[config.mk]
export PLATFORM = sky130hd
export DESIGN_NAME = luma_qpel_interp
export DESIGN_NICKNAME = d
export VERILOG_FILES = /design/src/rtl/luma_qpel_pkg.sv /design/src/rtl/qpel_tap_window.sv /design/src/rtl/qpel_six_tap.sv /design/src/rtl/luma_qpel_interp.sv
export SDC_FILE = /design/constraint.sdc
export NUM_CORES = 1
export LEC_CHECK = 0
export BUFFER_PORTS_ARGS = -buffer_cell sky130_fd_sc_hd__buf_4
export CAP_MARGIN = 0
export CORE_UTILIZATION = 25
export DETAILED_ROUTE_END_ITERATION = 10
export PLACE_DENSITY = 0.43
export RECOVER_POWER = 100
export SLEW_MARGIN = 20
export SYNTH_ARGS = -nofsm -noshare
export SYNTH_HDL_FRONTEND = slang
export SYNTH_SLANG_ARGS = --single-unit
[constraint.sdc]
create_clock -name clk -period 13.6 [get_ports clk]
set_input_delay 0 -clock clk [delete_from_list [all_inputs] [get_ports clk]]
set_output_delay 0 -clock clk [all_outputs]
set_load 0.01 [all_outputs]
[src/rtl/luma_qpel_pkg.sv]
package luma_qpel_pkg;
  localparam int TAPS = 6;
  localparam int FILL = TAPS - 1;

  typedef enum logic [1:0] {
    POS_INT   = 2'd0,
    POS_LEFT  = 2'd1,
    POS_HALF  = 2'd2,
    POS_RIGHT = 2'd3
  } qpos_e;
endpackage

[src/rtl/qpel_tap_window.sv]
module qpel_tap_window
  import luma_qpel_pkg::*;
#(
  parameter int DW      = 8,
  parameter int ROW_MAX = 13
) (
  input  logic                     clk,
  input  logic                     rst_n,
  input  logic                     push,
  input  logic                     last,
  input  logic [DW-1:0]            din,
  output logic [TAPS-1:0][DW-1:0]  win,
  output logic                     complete
);
  localparam int CW = $clog2(ROW_MAX + 1);

  logic [TAPS-2:0][DW-1:0] hist;
  logic [CW-1:0]           fill_q;

  // window as seen with the incoming sample: index 0 newest (J), 5 oldest (E)
  assign win[0] = din;
  for (genvar k = 1; k < TAPS; k++) begin : g_win
    assign win[k] = hist[k-1];
  end

  assign complete = push && (fill_q >= CW'(FILL));

  always_ff @(posedge clk) begin
    if (!rst_n) begin
      hist   <= '0;
      fill_q <= '0;
    end else if (push) begin
      hist[0] <= din;
      for (int k = 1; k < TAPS - 1; k++) hist[k] <= hist[k-1];
      if (last)                          fill_q <= '0;
      else if (fill_q < CW'(ROW_MAX))    fill_q <= fill_q + 1'b1;
    end
  end
endmodule

[src/rtl/qpel_six_tap.sv]
module qpel_six_tap
  import luma_qpel_pkg::*;
#(
  parameter int DW = 8
) (
  input  logic [TAPS-1:0][DW-1:0] win,
  input  qpos_e                   pos,
  output logic [DW-1:0]           pel
);
  localparam int SW = DW + 8;
  localparam logic signed [SW-1:0] PMAX = SW'((1 << DW) - 1);
  localparam logic signed [SW-1:0] RND  = SW'(16);

  logic signed [SW-1:0] se, sf, sg, sh, si, sj;
  logic signed [SW-1:0] inner, total, shifted;
  logic [DW-1:0]        half;
  logic [DW:0]          left_sum, right_sum;

  always_comb begin
    se = $signed({{(SW-DW){1'b0}}, win[5]});
    sf = $signed({{(SW-DW){1'b0}}, win[4]});
    sg = $signed({{(SW-DW){1'b0}}, win[3]});
    sh = $signed({{(SW-DW){1'b0}}, win[2]});
    si = $signed({{(SW-DW){1'b0}}, win[1]});
    sj = $signed({{(SW-DW){1'b0}}, win[0]});
    // shared inner term, used once plain and once times four
    inner   = ((sg + sh) <<< 2) - (sf + si);
    total   = (se + sj) + inner + (inner <<< 2) + RND;
    shifted = total >>> 5;
    if (shifted < 0)         half = '0;
    else if (shifted > PMAX) half = PMAX[DW-1:0];
    else                     half = shifted[DW-1:0];
    left_sum  = {1'b0, win[3]} + {1'b0, half} + 1'b1;
    right_sum = {1'b0, win[2]} + {1'b0, half} + 1'b1;
    unique case (pos)
      POS_INT:   pel = win[3];
      POS_LEFT:  pel = left_sum[DW:1];
      POS_HALF:  pel = half;
      POS_RIGHT: pel = right_sum[DW:1];
      default:   pel = half;
    endcase
  end
endmodule

[src/rtl/luma_qpel_interp.sv]
module luma_qpel_interp
  import luma_qpel_pkg::*;
#(
  parameter int DW      = 8,
  parameter int ROW_MAX = 13
) (
  input  logic          clk,
  input  logic          rst_n,
  input  logic          s_valid,
  output logic          s_ready,
  input  logic [DW-1:0] s_data,
  input  logic          s_last,
  input  logic [1:0]    s_frac,
  output logic          m_valid,
  input  logic          m_ready,
  output logic [DW-1:0] m_data
);
  logic                    push;
  logic                    complete;
  logic [TAPS-1:0][DW-1:0] win;
  logic [DW-1:0]           pel;
  qpos_e                   pos;

  assign s_ready = !m_valid || m_ready;
  assign push    = s_valid && s_ready;
  assign pos     = qpos_e'(s_frac);

  qpel_tap_window #(.DW(DW), .ROW_MAX(ROW_MAX)) u_window (
    .clk      (clk),
    .rst_n    (rst_n),
    .push     (push),
    .last     (s_last),
    .din      (s_data),
    .win      (win),
    .complete (complete)
  );

  qpel_six_tap #(.DW(DW)) u_filter (
    .win (win),
    .pos (pos),
    .pel (pel)
  );

  always_ff @(posedge clk) begin
    if (!rst_n) begin
      m_valid <= 1'b0;
      m_data  <= '0;
    end else if (complete) begin
      m_valid <= 1'b1;
      m_data  <= pel;
    end else if (m_ready) begin
      m_valid <= 1'b0;
    end
  end
endmodule

## Word level (Yosys, flattened, before mapping)

Cells that the tools add are included.

| operators by class | value |
|---|---|
| $add $sub $neg | 12 |
| $lt $le $gt $ge | 4 |
| equal/unequal tests | 3 |
| mux-type cells | 7 |
| reduce and logical (&&, ||, !) cells | 8 |

Operators with widths:

| cell | number |
|---|---|
| 8-bit by 8-bit adder with 9-bit output | 5 |
| 16-bit adder | 2 |
| 8-bit case mux with 4 select lines | 1 |
| 9-bit by 1-bit adder with 9-bit output (second input constant) | 2 |
| 16-bit by 6-bit adder with 16-bit output (second input constant) | 1 |
| 8-bit two-way mux | 2 |
| 16-bit subtractor | 1 |
| 11-bit by 9-bit > comparator with 1-bit output (second input constant) | 1 |
| 11-bit by 1-bit less-than comparator with 1-bit output (second input constant) | 1 |
| 4-bit two-way mux | 2 |
| 4-bit by 1-bit adder with 4-bit output (second input constant) | 1 |
| 2-bit equality test (second input constant) | 2 |
| 4-bit by 3-bit greater-or-equal comparator with 1-bit output (second input constant) | 1 |
| 4-bit less-than comparator (second input constant) | 1 |
| 2-bit nonzero test | 2 |
| 2-bit by 1-bit equality test with 1-bit output (second input constant) | 1 |
| 1-bit logical AND | 2 |
| 2-bit zero test | 1 |
| 1-bit two-way mux | 2 |
| 2-bit AND reduction | 1 |
| 1-bit zero test | 1 |
| 1-bit logical OR | 1 |

| word-level totals | value |
|---|---|
| bits in registers | 53 |
| input port bits | 15 |
| output and inout bits | 10 |
| word-level logic and storage cells | 42 |

## Longest topological paths before layout

| logic depth | value |
|---|---|
| depth after elaboration | 11 |
| depth in mapped cells | 37 |
| gate-level depth less buffers | 37 |

## Modules after synthesis

Synthesis repeated with hierarchy kept, for this count alone.

| unflattened totals | value |
|---|---|
| cells, all modules | 581 |
| area total of the unflattened synthesis | 5,268.8 µm² |

Modules (own cells, without submodules):

| module | instances | cells an instance | area an instance (µm²) | sequential area each (µm²) |
|---|---|---|---|---|
| qpel_six_tap | 1 | 381 | 3,050.4 | 0.0 |
| qpel_tap_window | 1 | 170 | 1,873.0 | 880.8 |
| luma_qpel_interp | 1 | 30 | 345.3 | 180.2 |

## Worst setup path before layout

Ideal clock, no wire load.

| timing | value |
|---|---|
| kind | flip-flop to flip-flop |
| from | register u_window.hist, in the netlist u_window.win[8] |
| to | register m_data[7] |
| setup time | 0.076 ns |
| arrival | 6.404 ns |
| data required time | 13.524 ns |
| setup slack | 7.120 ns |
| cell stages (with the launch flop) | 36 |
| buffers on the path | 1 |
| clock period less this slack | 6.480 ns |
| cells stage by stage | dfxtp_1 -> ha_1 -> fa_1 -> xnor2_1 -> ha_1 -> a21oi_1 -> nor2_1 -> nor2_1 -> o21bai_1 -> a21oi_1 -> o21bai_1 -> a21oi_1 -> nor2b_1 -> nor3_1 -> xor2_1 -> ha_1 -> ha_1 -> ha_1 -> and4_1 -> and4_1 -> o21ai_1 -> a21bo_1 -> and2_4 -> buf_6 -> o21ai_1 -> fa_1 -> nor2b_1 -> o21ai_0 -> a21boi_0 -> o21a_1 -> nor2_1 -> o21bai_1 -> a21oi_1 -> a2111oi_0 -> a21oi_1 -> a21boi_0 |

| between the ends | value |
|---|---|
| longest elaborated chain between the ends | 11 |
| elaborated cells between the ends (all ways) | 14 |
| classes of those cells | add/sub (9); order compare (2); mux (3) |

Ends and longest elaborated chain:

| what | RTL line | source |
|---|---|---|
| start: declaration | qpel_tap_window.sv:17 | `logic [TAPS-2:0][DW-1:0] hist;` |
| 8-bit by 8-bit adder with 9-bit output * | qpel_six_tap.sv:27 | `inner = ((sg + sh) <<< 2) - (sf + si);` |
| 16-bit subtractor * | qpel_six_tap.sv:27 |  |
| 16-bit adder | qpel_six_tap.sv:28 | `total = (se + sj) + inner + (inner <<< 2) + RND;` |
| 16-bit adder * | qpel_six_tap.sv:28 |  |
| 16-bit by 6-bit adder with 16-bit output * | qpel_six_tap.sv:28 |  |
| 11-bit by 9-bit > comparator with 1-bit output | qpel_six_tap.sv:31 | `else if (shifted > PMAX) half = PMAX[DW-1:0];` |
| 8-bit two-way mux | qpel_six_tap.sv:31 |  |
| 8-bit two-way mux * | qpel_six_tap.sv:30 | `if (shifted < 0) half = '0;` |
| 8-bit by 8-bit adder with 9-bit output, on equally long branches | qpel_six_tap.sv:34, qpel_six_tap.sv:33 |  |
| 9-bit by 1-bit adder with 9-bit output, on equally long branches | qpel_six_tap.sv:34, qpel_six_tap.sv:33 |  |
| 8-bit case mux with 4 select lines * | qpel_six_tap.sv:35 | `unique case (pos)` |
| end signal: assignment | luma_qpel_interp.sv:50 | `m_data <= pel;` |
| end: declaration | luma_qpel_interp.sv:16 | `output logic [DW-1:0] m_data` |

Every way passes the cells marked *; elsewhere a longest branch is shown, timed or not.
A chain may end at the register's enable or synchronous reset.

## Worst setup path after layout

Ends and elaborated chain as after synthesis.

==> run metrics <==
Yosys warnings=0; setup slack after layout=5.93 ns; I/O Buffers=24; Synth Instances=614; Synth Area in Compound Gates=23.4%; dpl hpwl=10500 um; vias in the first global route=4256; dominant synthesized flop cell=dfxtp_1; synthesized cell area=5040 sq um; clk_lat worst skew=0.30 ns; initial antenna violation count=0; Simple-Gate Fraction of Synth Area=16.7%; synth unique cells=61; Worst path max stage delay=0.52 ns; Nets=741; Static Leak=2.48 nW; hold bufs inserted after CTS=9; post-synthesis sequential area ratio=21.1%; gr usage total=13.4%; RSZ-0062 raised after global routing=false; Post-Route WL=13100 um; Site Rows=51; num ports=25; vias per cell=4.71; first-pass GRT wire length=21600 um; ys async rst share=0%; core area=19600 sq um; share of cells above drive strength 1=5.49%; Pre-Repair DR Iteration Count=4; Arr. time, crit path=7.91 ns; Worst EP required=13.83 ns; # H-tree levels=2; crit path time final=7.67 ns; Clk pin slew, worst setup/hold paths=0.07 ns; Residual DRC=0; hold crit path type=primary input to flip-flop; Routed WL per cell=14.5 um; Final Hold Fails=0; syn nets=718; area share of fa/ha/maj cells after synthesis=23.5%; FF-to-FF path depth=34; Fin Setup TNS=0 ns; main combinational cell family by area after synthesis=adder cells; post-route clock period utilization=56.4%; Pwr per Cell Area=233 nW/um^2; Reg area=1060 sq um; Setup crit start kind=flip-flop; Worst Clk Skew=0.00709 ns; number of synthesized flops with an enable pin=0; final setup fails=0; Layout area overhead=13.4%; Seq cells post-synth=53; dpl ws=6.41 ns; Fmax=130 MHz; Slowest-stage cell, CP=fa_1; Post-CTS Resized=0; CTS tree=built; via count=4254; area of the multi-input gates=3740 sq um; Die Y=144 um; clock root cell=clkbuf_16; Starting Density=25.7%; Hold Crit Depth=3; Slew Limit Fails=86; failing checks=max-capacitance violations, max-slew violations; final core occ=29.2%; Critical Path Fanout Max=7; Clock Sink Count=53; die width=144 um; multiplexer share of the synthesized area=2.41%; syn avg cell area=8.21 sq um; ant diodes=0; xor and xnor area share after synthesis=8.34%; area of the die=20700 sq um; outcome=finished, violations left; Max Cap Violations=2; clk buf depth=2; worst vdd ir=0.000128 V; largest net degree at the start of global routing=53; Fill cells=2143; actual slew at the worst max-slew pin=2.02 ns; crit path kind=flip-flop to flip-flop; Rel. slew slack=-34.9%; number of CTS-inserted buffers=5; DRT antenna net count=0; post-CTS setup buffer count=0; routability cong.=0.855; endpoint class of the critical path=flip-flop; gr ovfl total=0; Starting DRT DRC Count=185
-- per-stage QoR --
stage,hold WS [ns],area [sq um],instances,total power [W]
2_1_floorplan,0.133,5040,614,0.000935
3_3_place_gp,0.277,5490,886,0.00116
3_5_place_dp,0.286,5490,886,0.00116
4_1_cts,0.0543,5770,903,0.00134
5_1_grt,0.0849,5710,903,0.00146
6_report,0.0620,5710,903,0.00133
-- placed cells by master (no fill, tap or decap), drive strengths merged, types with 18 or more instances in the layout --
| cell type | count |
|---|---|
| ha | 81 |
| a21boi | 47 |
| dfxtp | 53 |
| o21bai | 18 |
| a21oi | 31 |
| xnor2 | 31 |
| nand2 | 107 |
| nor2 | 35 |
| inv | 39 |
-- cells by family (layout without fill, tap and decap cells) --
kind of cell    after synthesis  count (layout)
compound gates              165             165
fa+ha+maj                    90              90
buf+inv                      58              82
xor+xnor                     48              48
simple gates                192             192
other cells                   1               1
flops                        53              53
mux                           7               7
-- synth_stat cells, types with 9 or more instances --
| master | instances | area [sq um] |
|---|---|---|
| xnor2_1 | 31 | 272 |
| a21boi_0 | 46 | 345 |
| inv_1 | 39 | 146 |
| o21a_1 | 9 | 67.6 |
| dfxtp_1 | 53 | 1060 |
| a21oi_1 | 30 | 150 |
| o21ai_0 | 11 | 55.1 |
| a21o_1 | 15 | 113 |
| xor2_1 | 17 | 149 |
| nand2_1 | 107 | 402 |
| o21bai_1 | 18 | 135 |
| clkbuf_1 | 17 | 63.8 |
| nor2_1 | 35 | 131 |
| ha_1 | 81 | 1010 |
-- path summary, 6_finish.rpt --
| kind | to | start | slack, ns |
|---|---|---|---|
| worst min register to register | u_window.win[44] | u_window.win[44] | 0.47 |
| worst min-delay path | m_valid | m_ready | 0.06 |
| worst max register to register | m_data[7] | u_window.win[8] | 5.93 |
| worst max-delay path | m_data[7] | u_window.win[8] | 5.93 |
-- critical path: cells and delay by family (launching register included) --
kind	cells	cell delay, ns
adders and majority gates	7	2.35
AOI/OAI and AO/OA	16	2.99
xor gates and xnor gates	2	0.42
and+or+nand+nor	9	1.50
DFF	1	0.33
-- registers in the layout, summed over array words and instances (netlist names) --
| signal | count |
|---|---|
| m_data | 8 |
| m_valid | 1 |
| u_window.fill_q | 4 |
| u_window.win | 40 |
-- cell type report --
class	instances	area share [%]
Multi-Input combinational cell	503	65.5
Tap cell	265	5.80
Timing Repair Buffer	35	4.20
Clock buffer	5	2.19
Sequential cell	53	18.6
Clock inverter	3	1.14
Inverter	39	2.56
-- metal layers --
layer	track usage, %	part of all wire (%)
met5	0	0
met4	5.10	2.8
met3	1.52	1.7
met2	22.5	46
met1	17.5	50
-- report_power, final --
group | total (W) | internal (W) | switching (W)
logic | 0.00100 | 0.000415 | 0.000586
clock network | 0.000167 | 0.000105 | 0.0000617
registers | 0.000162 | 0.000158 | 0.00000390
total | 0.00133 | 0.000679 | 0.000652
Power figures use the tool's default switching activity.
